[src/rtl/exc_pkg.sv]
package exc_pkg;
  typedef enum logic [1:0] {
    CAUSE_NONE,
    CAUSE_BRK,
    CAUSE_MISS,
    CAUSE_IRQ
  } cause_e;

  typedef enum logic [1:0] {
    ST_IDLE,
    ST_REQ,
    ST_WAIT,
    ST_COMMIT
  } seq_state_e;
endpackage

[src/rtl/exc_vec_sel.sv]
module exc_vec_sel
  import exc_pkg::*;
#(
  parameter int XLEN     = 32,
  parameter int PEND_W   = 32,
  parameter int TRAP_W   = 8,
  parameter int MISS_VEC = 4,
  parameter int IRQ_BASE = 48,
  localparam int POS_W   = $clog2(PEND_W)
) (
  input  logic              brk_req,
  input  logic [TRAP_W-1:0] brk_trapno,
  input  logic              miss_req,
  input  logic [PEND_W-1:0] irq_pend,
  input  logic              irq_enable,
  input  logic [XLEN-1:0]   pc_in,
  output cause_e            cause,
  output logic [XLEN-1:0]   vec_idx,
  output logic [XLEN-1:0]   ret_addr,
  output logic [POS_W-1:0]  irq_pos
);
  logic irq_ok;

  // highest set bit: later (higher) indices overwrite earlier ones
  always_comb begin
    irq_pos = '0;
    for (int i = 0; i < PEND_W; i++) begin
      if (irq_pend[i]) irq_pos = POS_W'(i);
    end
  end

  assign irq_ok = (|irq_pend) && irq_enable;

  always_comb begin
    cause    = CAUSE_NONE;
    vec_idx  = '0;
    ret_addr = pc_in;
    if (brk_req) begin
      cause    = CAUSE_BRK;
      vec_idx  = XLEN'(brk_trapno);
      ret_addr = pc_in + XLEN'(2);
    end else if (miss_req) begin
      cause    = CAUSE_MISS;
      vec_idx  = XLEN'(MISS_VEC);
    end else if (irq_ok) begin
      cause    = CAUSE_IRQ;
      vec_idx  = XLEN'(IRQ_BASE) + XLEN'(irq_pos);
    end
  end
endmodule

[src/rtl/exc_stat_shift.sv]
module exc_stat_shift #(
  parameter int XLEN       = 32,
  parameter int STAT_KEEP  = 2,
  parameter int STAT_SHIFT = 10,
  localparam int LOW_W     = XLEN - STAT_KEEP - STAT_SHIFT
) (
  input  logic [STAT_KEEP-1:0] keep_bits,
  input  logic [LOW_W-1:0]     low_bits,
  output logic [XLEN-1:0]      stat_new
);
  assign stat_new = {keep_bits, low_bits, {STAT_SHIFT{1'b0}}};
endmodule

[src/rtl/exc_fetch_ctl.sv]
module exc_fetch_ctl
  import exc_pkg::*;
#(
  parameter int XLEN = 32
) (
  input  logic            clk,
  input  logic            rst,
  input  logic            start,
  input  logic [XLEN-1:0] start_addr,
  output logic            idle,
  output logic            req_valid,
  input  logic            req_ready,
  output logic [XLEN-1:0] req_addr,
  input  logic            rsp_valid,
  input  logic [XLEN-1:0] rsp_data,
  output logic            commit,
  output logic [XLEN-1:0] handler
);
  seq_state_e state_q, state_d;
  logic [XLEN-1:0] addr_q;
  logic [XLEN-1:0] handler_q;

  always_comb begin
    state_d = state_q;
    unique case (state_q)
      ST_IDLE:   if (start) state_d = ST_REQ;
      ST_REQ:    if (req_ready) state_d = ST_WAIT;
      ST_WAIT:   if (rsp_valid) state_d = ST_COMMIT;
      ST_COMMIT: state_d = ST_IDLE;
      default:   state_d = ST_IDLE;
    endcase
  end

  always_ff @(posedge clk) begin
    if (rst) begin
      state_q   <= ST_IDLE;
      addr_q    <= '0;
      handler_q <= '0;
    end else begin
      state_q <= state_d;
      if (state_q == ST_IDLE && start) addr_q <= start_addr;
      if (state_q == ST_WAIT && rsp_valid) handler_q <= rsp_data;
    end
  end

  assign idle      = (state_q == ST_IDLE);
  assign req_valid = (state_q == ST_REQ);
  assign req_addr  = addr_q;
  assign commit    = (state_q == ST_COMMIT);
  assign handler   = handler_q;

  // request held with stable address under back-pressure
  a_r1_req_hold: assert property (@(posedge clk) disable iff (rst)
    (req_valid && !req_ready) |=> (req_valid && $stable(req_addr)));

  // commit lasts exactly one cycle
  a_r7_commit_pulse: assert property (@(posedge clk) disable iff (rst)
    commit |=> !commit);

  // commit only follows a response beat
  a_r7_commit_after_rsp: assert property (@(posedge clk) disable iff (rst)
    commit |-> $past(rsp_valid));
endmodule

[src/rtl/exc_entry_seq.sv]
module exc_entry_seq
  import exc_pkg::*;
#(
  parameter int XLEN       = 32,
  parameter int PEND_W     = 32,
  parameter int TRAP_W     = 8,
  parameter int IE_BIT     = 2,
  parameter int MISS_VEC   = 4,
  parameter int IRQ_BASE   = 48,
  parameter int STAT_KEEP  = 2,
  parameter int STAT_SHIFT = 10
) (
  input  logic              clk,
  input  logic              rst,
  input  logic              brk_req,
  input  logic [TRAP_W-1:0] brk_trapno,
  input  logic              miss_req,
  input  logic [PEND_W-1:0] irq_pend,
  input  logic [XLEN-1:0]   pc_in,
  input  logic [XLEN-1:0]   vbase_in,
  input  logic [XLEN-1:0]   stat_in,
  output logic              mem_req_valid,
  input  logic              mem_req_ready,
  output logic [XLEN-1:0]   mem_req_addr,
  input  logic              mem_rsp_valid,
  input  logic [XLEN-1:0]   mem_rsp_data,
  output logic              busy,
  output logic              done,
  output logic              pc_we,
  output logic [XLEN-1:0]   pc_wdata,
  output logic              ret_we,
  output logic [XLEN-1:0]   ret_wdata,
  output logic              stat_we,
  output logic [XLEN-1:0]   stat_wdata
);
  localparam int POS_W = $clog2(PEND_W);
  localparam int LOW_W = XLEN - STAT_KEEP - STAT_SHIFT;

  cause_e            sel_cause;
  logic [XLEN-1:0]   sel_idx;
  logic [XLEN-1:0]   sel_ret;
  logic [POS_W-1:0]  sel_pos;
  logic [XLEN-1:0]   stat_shifted;
  logic [XLEN-1:0]   vec_addr;
  logic              ctl_idle;
  logic              start;
  logic              commit;
  logic [XLEN-1:0]   handler;
  logic [XLEN-1:0]   ret_q;
  logic [XLEN-1:0]   stat_q;

  exc_vec_sel #(
    .XLEN(XLEN), .PEND_W(PEND_W), .TRAP_W(TRAP_W),
    .MISS_VEC(MISS_VEC), .IRQ_BASE(IRQ_BASE)
  ) u_sel (
    .brk_req    (brk_req),
    .brk_trapno (brk_trapno),
    .miss_req   (miss_req),
    .irq_pend   (irq_pend),
    .irq_enable (stat_in[IE_BIT]),
    .pc_in      (pc_in),
    .cause      (sel_cause),
    .vec_idx    (sel_idx),
    .ret_addr   (sel_ret),
    .irq_pos    (sel_pos)
  );

  exc_stat_shift #(
    .XLEN(XLEN), .STAT_KEEP(STAT_KEEP), .STAT_SHIFT(STAT_SHIFT)
  ) u_shift (
    .keep_bits (stat_in[XLEN-1 -: STAT_KEEP]),
    .low_bits  (stat_in[LOW_W-1:0]),
    .stat_new  (stat_shifted)
  );

  assign vec_addr = vbase_in + (sel_idx << 2);
  assign start    = ctl_idle && (sel_cause != CAUSE_NONE);

  exc_fetch_ctl #(.XLEN(XLEN)) u_ctl (
    .clk        (clk),
    .rst        (rst),
    .start      (start),
    .start_addr (vec_addr),
    .idle       (ctl_idle),
    .req_valid  (mem_req_valid),
    .req_ready  (mem_req_ready),
    .req_addr   (mem_req_addr),
    .rsp_valid  (mem_rsp_valid),
    .rsp_data   (mem_rsp_data),
    .commit     (commit),
    .handler    (handler)
  );

  always_ff @(posedge clk) begin
    if (rst) begin
      ret_q  <= '0;
      stat_q <= '0;
    end else if (start) begin
      ret_q  <= sel_ret;
      stat_q <= stat_shifted;
    end
  end

  assign busy       = !ctl_idle;
  assign done       = commit;
  assign pc_we      = commit;
  assign ret_we     = commit;
  assign stat_we    = commit;
  assign pc_wdata   = handler;
  assign ret_wdata  = ret_q;
  assign stat_wdata = stat_q;

  // a lone masked or empty interrupt never starts a sequence
  a_r5_irq_ignored: assert property (@(posedge clk) disable iff (rst)
    (!busy && !brk_req && !miss_req && ((irq_pend == '0) || !stat_in[IE_BIT]))
      |=> !busy);

  // low status field is cleared on write
  a_r6_low_clear: assert property (@(posedge clk) disable iff (rst)
    stat_we |-> (stat_wdata[STAT_SHIFT-1:0] == '0));

  // saved values do not move while a sequence runs
  a_r9_hold_saved: assert property (@(posedge clk) disable iff (rst)
    (busy && !done) |=> ($stable(ret_wdata) && $stable(stat_wdata)));

  // interrupt index points at the highest pending bit
  a_r4_top_bit: assert property (@(posedge clk) disable iff (rst)
    (start && sel_cause == CAUSE_IRQ) |-> ((irq_pend >> sel_pos) == PEND_W'(1)));
endmodule

[config.mk]
export PLATFORM = sky130hd
export DESIGN_NAME = exc_entry_seq
export DESIGN_NICKNAME = d
export VERILOG_FILES = /design/src/rtl/exc_pkg.sv /design/src/rtl/exc_vec_sel.sv /design/src/rtl/exc_stat_shift.sv /design/src/rtl/exc_fetch_ctl.sv /design/src/rtl/exc_entry_seq.sv
export SDC_FILE = /design/constraint.sdc
export NUM_CORES = 1
export LEC_CHECK = 0
export CORE_UTILIZATION = 25
export DETAILED_ROUTE_END_ITERATION = 8
export DONT_BUFFER_PORTS = 1
export PLACE_DENSITY = 0.37
export SLEW_MARGIN = 20
export SYNTH_ARGS = -nofsm -noshare
export SYNTH_HDL_FRONTEND = slang
export SYNTH_SLANG_ARGS = --single-unit
[constraint.sdc]
create_clock -name clk -period 4 [get_ports clk]
set_input_delay 0 -clock clk [delete_from_list [all_inputs] [get_ports clk]]
set_output_delay 0 -clock clk [all_outputs]
set_load 0.02 [all_outputs]
==> flow_summary.toml, run 1 <==
[layout]
area_growth_pct = 37.5
antenna_cells = 0
nNetsFinal = 1061
fin_util_pct = 35.3
drive_gt1_share_pct = 6.88

[min_path]
min_path_type = "input pin to flop"
hold_path.startpoint = "pc_in[29]"

[cts]
postCtsSetupRepairBufs = 0
htree_levels = 4
numCtsBuffers = 17
cts_resized = 0
cts.sinks = 120
cts-root-buf = "clkbuf_16"
tritoncts = "done"
clock_latency_ps = 410
clkTransAtPathRegs_ps = 60
cts_hold_buf = 137
clock_path_buffers = 2

[power_and_ir_drop]
sw_frac_of_total_pct = 38.9
ir_worst_vdd_mv = 0.497
p_comb_share_pct = 25.1
switching_power_mw = 2.06
seqPwrFrac_pct = 40.7
p_clk_share_pct = 34.2
power_mw = 5.28
p_int_mw = 3.23
leakagePower_nw = 3.02
p_per_area_mw_per_mm2 = 635

[yosys]
synthCells = 761
syn_avg_cell_area_um2 = 7.95
synthArstFlopShare_pct = 0
ys_warn_count = 0
ys_ff_latch = 120
yosysUniqueCellTypes = 52
synth_flop_cell = "dfxtp_1"
netlist_area_mm2 = 0.00605
synth_edf_count = 0
synth.yosys.seq_area_share_pct = 39.7

[sta]
setup_tns_ps = 0
finalHoldViolations = 0
maxSlewViolCount = 0
setup_viol = 0
period_minus_slack_ps = 3570
fin_worst_skew_ps = 10.4
fmax_ghz = 0.280
fin_crit_sh_pct = 89.4
layout_setup_ws_ps = 426
rsz0062_at_grt = "no"
slew_headroom_pct = 42.3
worstMarginPinSlew_ps = 867
holdWs_ps = 12.2

[place]
post-dp-hpwl_mm = 13.3
gp_congestion = 0.782
pre_cts_ws_ps = 572
portBuffers = 0

[global_route]
grt_pass1_wl_mm = 29.0
grt_pass1_vias = 5666
grt_max_degree = 121
gr-usage-all-layers_pct = 15.2
overflow = 0
antenna_found_initial = 0

[status]
status = "finished clean"

[flow_run]
max_cap_violations = 0

[floorplanning]
rows = 56
core_area_mm2 = 0.0236
dieArea_mm2 = 0.0248
die_x_um = 158
die_h_um = 158
start_util_pct = 25.6
pin_count = 308

[setup_path]
path_max_fanout = 9
r2r-start = "u_ctl.state_q[0]"
cp_data_required_time_ps = 4320
path_class = "input pin to flop"
cp-end-kind = "flop"
cp.arrival_ps = 3900
crit_path_start_kind = "input pin"
startpoint = "irq_pend[26]"

[drt]
wl_per_cell_um = 16.2
vias_per_cell = 4.80
drc = 0
first_iter_violations = 223
vias = 5787
antenna_left = 0
dr.pass1.iters = 4
routed_wl_mm = 19.5
## critical path, stage by stage
cell and delay (ps):
nor4_2 370, nand4_1 270, o21a_1 290, a32oi_1 190, a21oi_1 80, ha_1 240
fa_1 430, a211oi_1 400, o21ai_0 200, o21a_1 280, and3_1 240, xnor2_1 110
dlygate4sd3_1 560, a211oi_1 230
## power by group through the flow
| stage | sequential, mW | combinational [mW] | clock [mW] |
|---|---|---|---|
| after CTS | 2.16 | 1.35 | 1.86 |
| after global placement | 2.19 | 1.15 | 0 |
| after detailed placement | 2.19 | 1.19 | 0 |
| final | 2.15 | 1.33 | 1.81 |
| after floorplan | 2.07 | 1.03 | 0 |
| after global routing | 2.20 | 1.51 | 1.92 |
## cells in the final DEF (no fill, tap or decap), types with 3 or more instances in the layout
cell type	count
a211oi_1	44
a211oi_2	11
a21o_1	4
a21oi_1	74
and3_1	7
buf_4	3
bufinv_16	6
clkbuf_16	17
conb_1	10
dfxtp_1	120
dlygate4sd3_1	136
ha_1	13
inv_1	12
inv_6	3
nand2_1	152
nand2b_1	4
nand3_1	22
nand4_1	16
nor2_1	84
nor3_1	9
nor4_1	9
nor4_2	3
o211ai_1	3
o21a_1	5
o21ai_0	18
xnor2_1	20
xor2_1	36
## metal layers
metal	global-route usage, %	up-vias	wire, µm
li1	-	2859	-
met1	16.6	2681	7890
met2	26.8	226	9550
met3	6.05	21	1760
met4	4.95	0	291
met5	0	-	0
## cell type report
class	instances	area, µm²
sequential	120	2400
multi-input combinational	582	3370
timing repair buffer	140	1410
tap	319	399
fill	2473	15300
inverter	12	45.0
clock buffer	19	453
clock inverter	13	239
## cell usage after synthesis (2+ instances only)
cell       number  area (µm²)
a2111oi_0       2        17.5
a211o_1         2        17.5
a211oi_1       44         330
a211oi_2       11         138
a21o_1          4        30.0
a21oi_1        75         375
a31oi_1         2        12.5
and2_1          3        18.8
and3_1          7        43.8
and3_2          2        15.0
and4_1          2        17.5
buf_2          14        70.1
buf_4          14         105
clkbuf_1       28         105
dfxtp_1       120        2400
ha_1           13         163
inv_1          12        45.0
mux2i_1         2        20.0
nand2_1       153         574
nand2b_1        4        25.0
nand3_1        22         110
nand4_1        16         100
nor2_1         84         315
nor3_1          9        45.0
nor4_1          9        56.3
nor4_2          3        37.5
o211ai_1        3        22.5
o21a_1          5        37.5
o21ai_0        18        90.1
o21bai_1        2        15.0
xnor2_1        20         175
xor2_1         36         315
## through the flow
step	instances	instance area (µm²)
after floorplan	770	6090
after global placement	1036	6240
after detailed placement	1036	6240
after CTS	1205	8320
after global routing	1205	8320
final	1205	8320
## sequential cells by signal (all words and copies together), names as in the netlist
register	flops
u_ctl.req_addr	32
u_ctl.state_q	2
stat_wdata	22
ret_wdata	32
u_ctl.handler	32
## worst paths after layout
path / end / depth (start not counted) / slack [ps]
max: u_ctl.req_addr[20] / 14 / 430
min: ret_wdata[30] / 4 / 10
max reg2reg: u_ctl.req_addr[29] / 8 / 1450
min reg2reg: stat_wdata[16] / 2 / 550
## kinds of logic (layout without fill, tap and decap cells)
kind of cell,after synthesis,in the layout,share of synthesized area (%)
AO/OA/AOI/OAI,178,178,19.4
XOR/XNOR,56,56,8.10
adder cells (fa/ha/maj),14,14,3.02
buffers and inverters,68,184,5.37
flip-flops,120,120,39.7
multiplexers,2,2,0.331
other,1,10,0.0619
AND/OR/NAND/NOR,322,322,24.0
No activity file was read; power rests on OpenSTA's default activity.
==> run 2, diff against run 1 <==
CORE_ASPECT_RATIO = 1.4   (was unset)
REMOVE_ABC_BUFFERS = 1   (was unset)
==> run 2 against run 1 <==
Effect of this change: worst setup slack improved by 21 ps; maximum frequency increased by 0.59%; combinational power about the same; sequential cell count unchanged; register-to-register slack improved by 300 ps; cell area decreased by 1.4%; largest power group unchanged.
==> flow_summary.toml, run 2 (synthesis gave the netlist of run 1 again) <==
[power_and_ir_drop]
sw_frac_of_total_pct = 40.5
switching_power_mw = 2.01
power_mw = 4.97
ir_worst_vdd_mv = 0.353
p_comb_share_pct = 27.2
p_per_area_mw_per_mm2 = 606
seqPwrFrac_pct = 43.0
p_int_mw = 2.96
p_clk_share_pct = 29.8
leakagePower_nw = 2.97

[global_route]
grt_pass1_vias = 5812
antenna_found_initial = 1
gr-usage-all-layers_pct = 15.2
grt_pass1_wl_mm = 29.5
grt_max_degree = 127
overflow = 0

[layout]
layout_common_cells = "nand2_1 (152), dlygate4sd3_1 (137), dfxtp_1 (120), nor2_1 (84), a21oi_1 (74)"
nNetsFinal = 1062
nFillCells = 2549
area_growth_pct = 35.6
final_area_mm2 = 0.00821
drive_gt1_share_pct = 6.45
final_common_cell = "nand2_1"
final_cells = 1195

[place]
gp_congestion = 0.761
pre_cts_ws_ps = 477
portBuffers = 0
dpl_cell_area_mm2 = 0.00624
post-dp-hpwl_mm = 13.4
placedCellCount = 1027

[floorplanning]
die_h_um = 186
dieArea_mm2 = 0.0248
start_util_pct = 25.3
pin_count = 308
core_area_mm2 = 0.0239
die_x_um = 134
rows = 67

[setup_path]
cp_data_required_time_ps = 4310
cp.arrival_ps = 3870
path_max_fanout = 11
path_class = "input pin to flop"
crit_path_start_kind = "input pin"
cp-end-kind = "flop"

[sta]
rsz0062_at_grt = "no"
fmax_ghz = 0.281
finalHoldViolations = 0
worstMarginPinSlew_ps = 868
layout_setup_ws_ps = 447
maxSlewViolCount = 0
holdWs_ps = 3.95
setup_viol = 0
slew_headroom_pct = 41.7
fin_crit_sh_pct = 88.8
fin_worst_skew_ps = 9.41
period_minus_slack_ps = 3550

[cts]
htree_levels = 4
cts_resized = 0
tritoncts = "done"
clock_latency_ps = 410
numCtsBuffers = 17
cts_hold_buf = 138
postCtsSetupRepairBufs = 0
clkTransAtPathRegs_ps = 60
clock_path_buffers = 2
cts.sinks = 120
cts-root-buf = "clkbuf_16"

[status]
status = "finished clean"

[drt]
routed_wl_mm = 19.8
drc = 0
vias = 5786
antenna_left = 0
first_iter_violations = 162
vias_per_cell = 4.84
wl_per_cell_um = 16.6
dr.pass1.iters = 4

[flow_run]
max_cap_violations = 0

[min_path]
min_path_type = "input pin to flop"
run 2: power groups by stage:
| stage | Sequential, mW | Clock, mW | Combinational, mW |
|---|---|---|---|
| 2_1_floorplan | 1.99 | 0 | 0.915 |
| 3_3_place_gp | 2.17 | 0 | 1.17 |
| 3_5_place_dp | 2.17 | 0 | 1.21 |
| 4_1_cts | 2.15 | 1.53 | 1.37 |
| 5_1_grt | 2.18 | 1.58 | 1.53 |
| 6_report | 2.14 | 1.48 | 1.35 |
run 2: critical path, stage by stage:
cell and delay, ps:
nor4_1 460, nand4_1 230, o21a_1 260, nand2_1 130, o21ai_0 110, o21a_1 150, ha_1 300, a211oi_1 370
o21ai_0 220, a221o_1 560, nand3_1 180, xor2_1 70, dlygate4sd3_1 560, a211oi_1 270
run 2: worst paths after layout:
path	from	end	slack, ps	depth (start not counted)
max reg2reg	u_ctl.state_q[1]	u_ctl.req_addr[20]	1750	7
min	rst	u_ctl.state_q[1]	4	2
min reg2reg	u_ctl.handler[3]	u_ctl.handler[3]	560	2
max	irq_pend[13]	u_ctl.req_addr[17]	450	14
run 2: through the flow:
stage	util, %	TNS, ps
finish	34.3	0
global route	34.3	0
CTS	34.3	0
detailed placement	26.1	0
global placement	26.1	0
floorplan	-	-208240
run 2: metal layers:
| metal | part of all wire (%) | routed length (µm) | GRT usage (%) |
|---|---|---|---|
| met1 | 38 | 7510 | 15.7 |
| met2 | 53 | 10500 | 28.5 |
| met3 | 7.0 | 1380 | 4.44 |
| met4 | 1.8 | 362 | 6.55 |
| met5 | 0 | 0 | 0 |
run 2: area by class of cell:
class / count / area [µm²] / area share, %
sequential: 120 / 2400 / 29.3
inverter: 12 / 45.0 / 0.549
timing repair buffer: 141 / 1430 / 17.5
clock buffer: 20 / 457 / 5.57
multi-input combinational: 582 / 3370 / 41.1
tap: 310 / 388 / 4.73
antenna: 1 / 2.50 / 0.0305
clock inverter: 9 / 103 / 1.25
==> run 3, diff against run 2 <==
SYNTH_HIERARCHICAL = 1   (was unset)
==> run 3 against run 2 <==
Effect of this change: non-clock buffer count shrank 18; global-route usage grew 0.74 points; clock skew grew 4.1 ps; synthesized cell count grew 37%; largest power group unchanged; clock-buffer cell count grew 3; critical endpoint is now u_ctl/req_addr[24]; critical path type unchanged; clock power grew 5%.
==> flow_summary.toml, run 3 <==
[global_route]
grt_pass1_vias = 7023
gr-usage-all-layers_pct = 16.0
grt_pass1_wl_mm = 38.7
overflow = 0
antenna_found_initial = 0
grt_max_degree = 130

[cts]
clock_latency_ps = 440
cts_hold_buf = 120
cts-root-buf = "clkbuf_16"
postCtsSetupRepairBufs = 0
cts_resized = 0
clock_path_buffers = 2
clkTransAtPathRegs_ps = 60
cts.sinks = 130
htree_levels = 4
tritoncts = "done"
numCtsBuffers = 17

[layout]
final_cells = 1509
final_common_cell = "nand2_1"
layout_common_cells = "nand2_1 (304), a21oi_1 (164), dfxtp_1 (130), dlygate4sd3_1 (119), nor2_1 (37)"
fin_util_pct = 31.1
area_growth_pct = 22.8
nNetsFinal = 1316
antenna_cells = 0
drive_gt1_share_pct = 5.54

[power_and_ir_drop]
ir_worst_vdd_mv = 0.272
p_per_area_mw_per_mm2 = 563
leakagePower_nw = 3.66

[yosys]
synthCells = 1041
netlist_area_mm2 = 0.00777
ys_warn_count = 6
syn_avg_cell_area_um2 = 7.47

[drt]
routed_wl_mm = 25.4
vias_per_cell = 4.65
first_iter_violations = 251
drc = 0
wl_per_cell_um = 16.8
dr.pass1.iters = 6
antenna_left = 0
vias = 7014

[setup_path]
crit_path_start_kind = "input pin"
cp_data_required_time_ps = 4350
slowest_stage = "or4_1"
path_cells = "or4_1 -> a2111oi_0 -> o32a_1 -> a22o_1 -> inv_1 -> fa_1 -> nor2b_4 -> o31a_4 -> a41oi_4 -> o31ai_4 -> a21oi_4 -> o31ai_2 -> xor2_1 -> nand2_1 -> a21oi_1"
cp-end-kind = "flop"
cp.arrival_ps = 3530
path_class = "input pin to flop"
reg2reg_slack_ps = 1080
cpPeakStageDelay_ps = 540
path_max_fanout = 5

[sta]
slew_headroom_pct = 44.8
holdWs_ps = 6.33
period_minus_slack_ps = 3180
fin_worst_skew_ps = 13.5
worstMarginPinSlew_ps = 829
setup_viol = 0
fin_crit_sh_pct = 79.4
rsz0062_at_grt = "no"
fmax_ghz = 0.315
finalHoldViolations = 0
maxSlewViolCount = 0

[floorplanning]
start_util_pct = 25.3
die_h_um = 211
pin_count = 308
die_x_um = 151
rows = 76
dieArea_mm2 = 0.0318
core_area_mm2 = 0.0307

[status]
status = "finished clean"

[place]
gp_congestion = 0.844
portBuffers = 0
post-dp-hpwl_mm = 17.9
placedCellCount = 1357

[flow_run]
max_cap_violations = 0

[min_path]
min_path_type = "input pin to flop"
run 3: cell count changes in the layout (fill, tap and decap cells not counted), moves of 11 or more:
cell / delta
ha_1: +22
xor2_1: -12
conb_1: +22
inv_1: +12
a211oi_2: -11
nor2_1: -47
a21oi_1: +90
dlygate4sd3_1: -18
nand2_1: +152
a211oi_1: -40
xnor2_1: +12
run 3: worst max-delay path, delay by kind of cell:
family	cells	cell delay (ps)
buffers and inverters	1	60
AND/OR/NAND/NOR	3	780
adder cells (fa/ha/maj)	1	460
XOR/XNOR	1	210
AO/OA/AOI/OAI	9	2020
run 3: layer usage:
metal	part of all wire (%)	GRT usage, %	up-vias
li1	-	-	3573
met1	38	16.6	3204
met2	52	28.9	205
met3	7.4	5.21	32
met4	2.5	6.86	0
met5	0	0	-
run 3: per-stage QoR:
step	TNS (ps)	setup slack, ps	total power, mW	cell area [µm²]
2_1_floorplan	-284820	-3720	3.22	7230
3_5_place_dp	0	351	3.74	7760
4_1_cts	0	823	5.49	9540
6_report	0	824	5.37	9540
3_3_place_gp	0	407	3.72	7760
5_1_grt	0	587	5.77	9540
run 3: power by group:
group          internal, mW  switching [mW]  total [mW]
registers              1.60           0.600        2.20
clock network         0.931           0.615        1.55
logic                 0.564            1.06        1.62
total                  3.10            2.27        5.37
run 3: area by class of cell:
type | count | area, µm²
Fill cell | 3357 | 21200
Tap cell | 390 | 488
Clock buffer | 23 | 458
Sequential cell | 130 | 2600
Timing Repair Buffer | 123 | 1240
Inverter | 25 | 93.8
Clock inverter | 9 | 108
Multi-Input combinational cell | 809 | 4550
run 3: worst paths after layout:
| kind | cells after the start | to | startpoint |
|---|---|---|---|
| setup / recovery | 15 | u_ctl/req_addr[24] | irq_pend[12] |
| hold / removal | 2 | stat_wdata[8] | rst |
| setup reg to reg | 9 | u_ctl/state_q[0] | u_ctl/state_q[0] |
| hold reg to reg | 2 | u_ctl/state_q[1] | u_ctl/state_q[1] |
